## src/rtl/clk_en_pkg.sv

```systemverilog
package clk_en_pkg;

    typedef enum logic {
        RATE_STD  = 1'b0,
        RATE_FAST = 1'b1
    } rate_e;

    function automatic rate_e periph_rate(input logic glob_fast, input logic sel_slow);
        return (glob_fast && !sel_slow) ? RATE_FAST : RATE_STD;
    endfunction

endpackage

```

## src/rtl/ce_ctl_reg.sv

```systemverilog
module ce_ctl_reg #(
    parameter int          N_PERIPH = 6,
    parameter int          ADDR_W   = 8,
    parameter logic [ADDR_W-1:0] CTL_ADDR = 8'h8F,
    localparam int         DATA_W   = N_PERIPH + 2
) (
    input  logic              clk,
    input  logic              rst_n,
    input  logic [ADDR_W-1:0] sfr_addr,
    input  logic              sfr_wr,
    input  logic [DATA_W-1:0] sfr_wdata,
    output logic [DATA_W-1:0] sfr_rd_data,
    output logic [N_PERIPH:0] ctl_bits
);

    typedef struct packed {
        logic [N_PERIPH:0] bits;
    } ctl_s;

    ctl_s ctl_d, ctl_q;
    logic hit;
    logic wdata_rsvd_unused;

    assign hit               = (sfr_addr == CTL_ADDR);
    assign wdata_rsvd_unused = sfr_wdata[DATA_W-1];

    always_comb begin
        ctl_d = ctl_q;
        if (sfr_wr && hit) begin
            ctl_d.bits = sfr_wdata[N_PERIPH:0];
        end
    end

    always_ff @(posedge clk or negedge rst_n) begin
        if (!rst_n) begin
            ctl_q <= '0;
        end else begin
            ctl_q <= ctl_d;
        end
    end

    assign ctl_bits    = ctl_q.bits;
    assign sfr_rd_data = hit ? {1'b0, ctl_q.bits} : '0;

endmodule

```

## src/rtl/ce_phase_gen.sv

```systemverilog
module ce_phase_gen #(
    parameter int SLOW_DIV = 12,
    parameter int FAST_DIV = 6,
    parameter int N_PERIPH = 6,
    localparam int PH_W    = $clog2(SLOW_DIV)
) (
    input  logic              clk,
    input  logic              rst_n,
    input  logic [N_PERIPH:0] ctl_bits,
    output logic              frame_end,
    output logic              fast_pt,
    output logic [N_PERIPH:0] eff_cfg
);

    typedef struct packed {
        logic [PH_W-1:0]   phase;
        logic [N_PERIPH:0] cfg;
    } st_s;

    st_s st_d, st_q;

    assign frame_end = (int'(st_q.phase) == SLOW_DIV - 1);
    assign fast_pt   = ((int'(st_q.phase) % FAST_DIV) == FAST_DIV - 1);

    always_comb begin
        st_d = st_q;
        if (frame_end) begin
            st_d.phase = '0;
            st_d.cfg   = ctl_bits;
        end else begin
            st_d.phase = st_q.phase + 1'b1;
        end
    end

    always_ff @(posedge clk or negedge rst_n) begin
        if (!rst_n) begin
            st_q <= '0;
        end else begin
            st_q <= st_d;
        end
    end

    assign eff_cfg = st_q.cfg;

endmodule

```

## src/rtl/ce_tick_decode.sv

```systemverilog
module ce_tick_decode
    import clk_en_pkg::*;
#(
    parameter int N_PERIPH = 6
) (
    input  logic                frame_end,
    input  logic                fast_pt,
    input  logic [N_PERIPH:0]   eff_cfg,
    output logic                cpu_cyc_en,
    output logic [N_PERIPH-1:0] periph_tick_en
);

    rate_e cpu_rate;

    assign cpu_rate   = eff_cfg[0] ? RATE_FAST : RATE_STD;
    assign cpu_cyc_en = frame_end | ((cpu_rate == RATE_FAST) & fast_pt);

    for (genvar g = 0; g < N_PERIPH; g++) begin : g_periph
        rate_e p_rate;
        assign p_rate            = periph_rate(eff_cfg[0], eff_cfg[g+1]);
        assign periph_tick_en[g] = frame_end | ((p_rate == RATE_FAST) & fast_pt);
    end

endmodule

```

## src/rtl/dual_rate_ce.sv

```systemverilog
module dual_rate_ce #(
    parameter int                N_PERIPH = 6,
    parameter int                SLOW_DIV = 12,
    parameter int                FAST_DIV = 6,
    parameter int                ADDR_W   = 8,
    parameter logic [ADDR_W-1:0] CTL_ADDR = 8'h8F,
    localparam int               DATA_W   = N_PERIPH + 2
) (
    input  logic                clk,
    input  logic                rst_n,
    input  logic [ADDR_W-1:0]   sfr_addr,
    input  logic                sfr_wr,
    input  logic [DATA_W-1:0]   sfr_wdata,
    output logic [DATA_W-1:0]   sfr_rd_data,
    output logic                cpu_cyc_en,
    output logic [N_PERIPH-1:0] periph_tick_en
);

    logic [N_PERIPH:0] ctl_bits;
    logic [N_PERIPH:0] eff_cfg;
    logic              frame_end;
    logic              fast_pt;

    ce_ctl_reg #(
        .N_PERIPH (N_PERIPH),
        .ADDR_W   (ADDR_W),
        .CTL_ADDR (CTL_ADDR)
    ) u_reg (
        .clk         (clk),
        .rst_n       (rst_n),
        .sfr_addr    (sfr_addr),
        .sfr_wr      (sfr_wr),
        .sfr_wdata   (sfr_wdata),
        .sfr_rd_data (sfr_rd_data),
        .ctl_bits    (ctl_bits)
    );

    ce_phase_gen #(
        .SLOW_DIV (SLOW_DIV),
        .FAST_DIV (FAST_DIV),
        .N_PERIPH (N_PERIPH)
    ) u_phase (
        .clk       (clk),
        .rst_n     (rst_n),
        .ctl_bits  (ctl_bits),
        .frame_end (frame_end),
        .fast_pt   (fast_pt),
        .eff_cfg   (eff_cfg)
    );

    ce_tick_decode #(
        .N_PERIPH (N_PERIPH)
    ) u_dec (
        .frame_end      (frame_end),
        .fast_pt        (fast_pt),
        .eff_cfg        (eff_cfg),
        .cpu_cyc_en     (cpu_cyc_en),
        .periph_tick_en (periph_tick_en)
    );

endmodule

```

## config.mk

```make
export PLATFORM = sky130hd
export DESIGN_NAME = dual_rate_ce
export DESIGN_NICKNAME = d
export VERILOG_FILES = /design/src/rtl/clk_en_pkg.sv /design/src/rtl/ce_ctl_reg.sv /design/src/rtl/ce_phase_gen.sv /design/src/rtl/ce_tick_decode.sv /design/src/rtl/dual_rate_ce.sv
export SDC_FILE = /design/constraint.sdc
export NUM_CORES = 1
export LEC_CHECK = 0
export BUFFER_PORTS_ARGS = -buffer_cell sky130_fd_sc_hd__buf_2
export CAP_MARGIN = 10
export CELL_PAD_IN_SITES_DETAIL_PLACEMENT = 1
export CELL_PAD_IN_SITES_GLOBAL_PLACEMENT = 1
export CORE_MARGIN = 8
export CORE_UTILIZATION = 39
export DETAILED_ROUTE_END_ITERATION = 8
export GPL_ROUTABILITY_DRIVEN = 0
export PLACE_DENSITY = 0.89
export SLEW_MARGIN = 0
export SYNTH_ARGS = -nofsm -noshare
export SYNTH_HDL_FRONTEND = slang
export SYNTH_SLANG_ARGS = --single-unit
```

## constraint.sdc

```tcl
create_clock -name clk -period 2.3 [get_ports clk]
set_input_delay 0 -clock clk [delete_from_list [all_inputs] [get_ports clk]]
set_output_delay 0 -clock clk [all_outputs]
set_load 0.05 [all_outputs]
```

==> impl_results.md <==
- Status: complete, no violations
- Standard-cell rows: 17
- Pwr Total: ~0.6 mW
- Relative slew slack: between 40% and 50%
- Count of final setup violators: 0
- Vias in the first global route: 909
- Overflow after GRT: 0
- Gr usage total: 15.9%
- CP peak stage delay: 490 ps
- Initial drt markers: 13
- Dpl hpwl: 1860 um
- Filler cell count: approximately 240
- ANT nets after route: 0
- Critical path's top delay family: compound AO/OA/AOI/OAI gates
- Clk_skew: 5.00 ps
- Max frequency: 447 MHz
- Placed insts: between 100 and 150
- CTS Buf Count: 3
- Pre-CTS setup slack: 81.5 ps
- Commonest non-fill, non-tap cells in the layout: buf_2, dfrtp_1, mux2_2
- Area growth syn-to-layout: 44.4%
- DIE HEIGHT: 65.0 um
- Final WS setup: 60.4 ps
- Tmin final: ~2200 ps
- Slew Viols, Final: 0
- Met3 global-route usage: 6.01%
- Syn nets: 103
- Initial core utilization: 41.8%
- CP bufs+invs: 3
- Slowest library cell on the worst path: dfrtp_2
- Leakage power total: about 0.72 nW
- Max cap viols: 0
- Top Ports: 34
- Flop and latch count out of synthesis: 18
- Fin. Hold Viols: 0
- Hold WS: about 86 ps
- IO Port Bufs: 31
- Clock Tree Root: clkbuf_4
- Die area: approximately 0.0042 mm2
- TNS Setup: 0 ps
- Largest net degree at the start of global routing: 19
- Vias: 817
- Worst-path fanout max: 8
- Commonest non-fill, non-tap cell in the layout: buf_2
- Worst-Margin Slew: 759 ps
- Maximum vdd drop: 0.353 mV
- Syn Area/Cell: 11.8 um2
- CP required: ~2300 ps
- Fin cells: 151
- Routed WL per cell: 22.4 um
- Vias per Instance: 5.41
- Crit path cell chain: ha_1 -> inv_1 -> a2111oi_4 -> o221ai_1 -> buf_4 -> o21ai_2 -> buf_6
- Area of the core: 0.00223 mm2
- GR Util met1: 16.0%
- Global routing's busiest layer: met2
- Layout cells sized above 1: approximately 59%
- Clock-pin slew on the worst setup and hold paths: 100 ps
- Startpoint Class: register
- CP endpoint kind: primary output
- First-pass GRT wire length: approximately 5000 um
- Post-route core utilization: 60.4%
- Yosys warnings: 0
- CTS tree: done
- Final period util: between 90% and 100%
- Diode count: 0
- Maximum clock path buffer count: 2
- PwrDens: 441 mW/mm2
- Register area share after synthesis: about half
- Yosys cell types: 24
- Htree depth: 1
- Synth Instances: 79
- DRC viols: 0
- Critical path type: register to primary output
- Antenna violations before repair: 0
- Clock latency on the worst-skew pair: 310 ps
- Post-Syn Area: ~930 um2
- Clk sinks: 18
- Horiz. Die Dim: 65.0 um
- Min-Delay Path Class: input port to register
- Fin nets: 148
- DR pass1 iterations: 3
- Total Routed Length: 3380 um
- Design Area, Final: 0.00135 mm2
- Worst Path Arrival: 2240 ps
- Met2 Resource Use GR: 27.0%
- Placed cell area: 0.00111 mm2
synthesized netlist by cell type, drive strengths merged:
library cell,count,share of area [%]
dfrtp,18,48
mux2,14,17
and2,8,6.3
o21ai,8,4.3
ha,5,6.7
nand2,5,2.8
inv,3,1.2
nand2b,3,2.0
buf,2,1.3
nand3,2,1.1
a2111oi,1,0.94
and3,1,0.67
clkbuf,1,0.40
conb,1,0.40
nand3b,1,0.80
nand4,1,0.67
nor2,1,0.40
nor2b,1,0.67
nor4,1,2.3
o211a,1,1.1
o221ai,1,0.94
area by class of cell:
cell class | instances | area [um2] | area share (%)
well taps | 28 | 35.0 | 2.60
repair buffers | 43 | 309 | 22.9
multi-input cells | 55 | 505 | 37.4
flip-flops and latches | 18 | 453 | 33.5
clock buffers | 4 | 36.3 | 2.69
inverters | 3 | 11.3 | 0.834
worst register-to-register path, stage by stage, from the launching register on:
cell	delay, ps
dfrtp_1	490
ha_1	240
nand3b_1	540
mux2_2	510
repair_timing:
action	CTS	global route
buffers inserted	1	3
hold buffers	8	0
resized for setup	7	29
hold endpoints to repair	25	0
gates cloned	0	0
pin swaps	1	1
endpoints found under the setup margin	7	7
logic make-up after synthesis:
family,count (synthesis),synth area share [%]
compound gates,11,7.23
fa+ha+maj,5,6.69
buf+inv,6,2.94
flops,18,48.2
mux,14,16.9
other cells,1,0.401
simple gates,24,17.7
report_power, final:
group	leakage, nW	internal (mW)	switching, mW	total (mW)
Combinational	0.455	0.0286	0.0255	0.0542
Clock	0.0210	0.0970	0.105	0.202
Sequential	0.242	0.328	0.0108	0.338
metal layers:
layer | vias to the layer above | routed length [um] | share of wire, %
met4 | 0 | 109 | 3.2
met3 | 11 | 172 | 5.1
met1 | 418 | 1320 | 39
met2 | 30 | 1780 | 53
li1 | 358 | - | -
met5 | - | 0 | 0
sequential cells by signal, indices dropped and copies added, names as in the netlist:
register and count:
u_phase.st_q 4, u_reg.ctl_bits 7, u_phase.eff_cfg 7
path summary, 6_finish.rpt:
path	from	end	slack, ps	cells past startpoint
worst max-delay path	u_phase.st_q[10]	periph_tick_en[5]	60	7
worst min-delay path	sfr_wr	u_reg.ctl_bits[0]	90	3
worst max register to register	u_phase.st_q[8]	u_phase.eff_cfg[5]	420	3
worst min register to register	u_phase.eff_cfg[0]	u_phase.eff_cfg[0]	530	1
max in group asynchronous	rst_n	u_phase.st_q[10]	1830	2
min in group asynchronous	rst_n	u_reg.ctl_bits[3]	160	2
(Power assumes the default switching activity.)
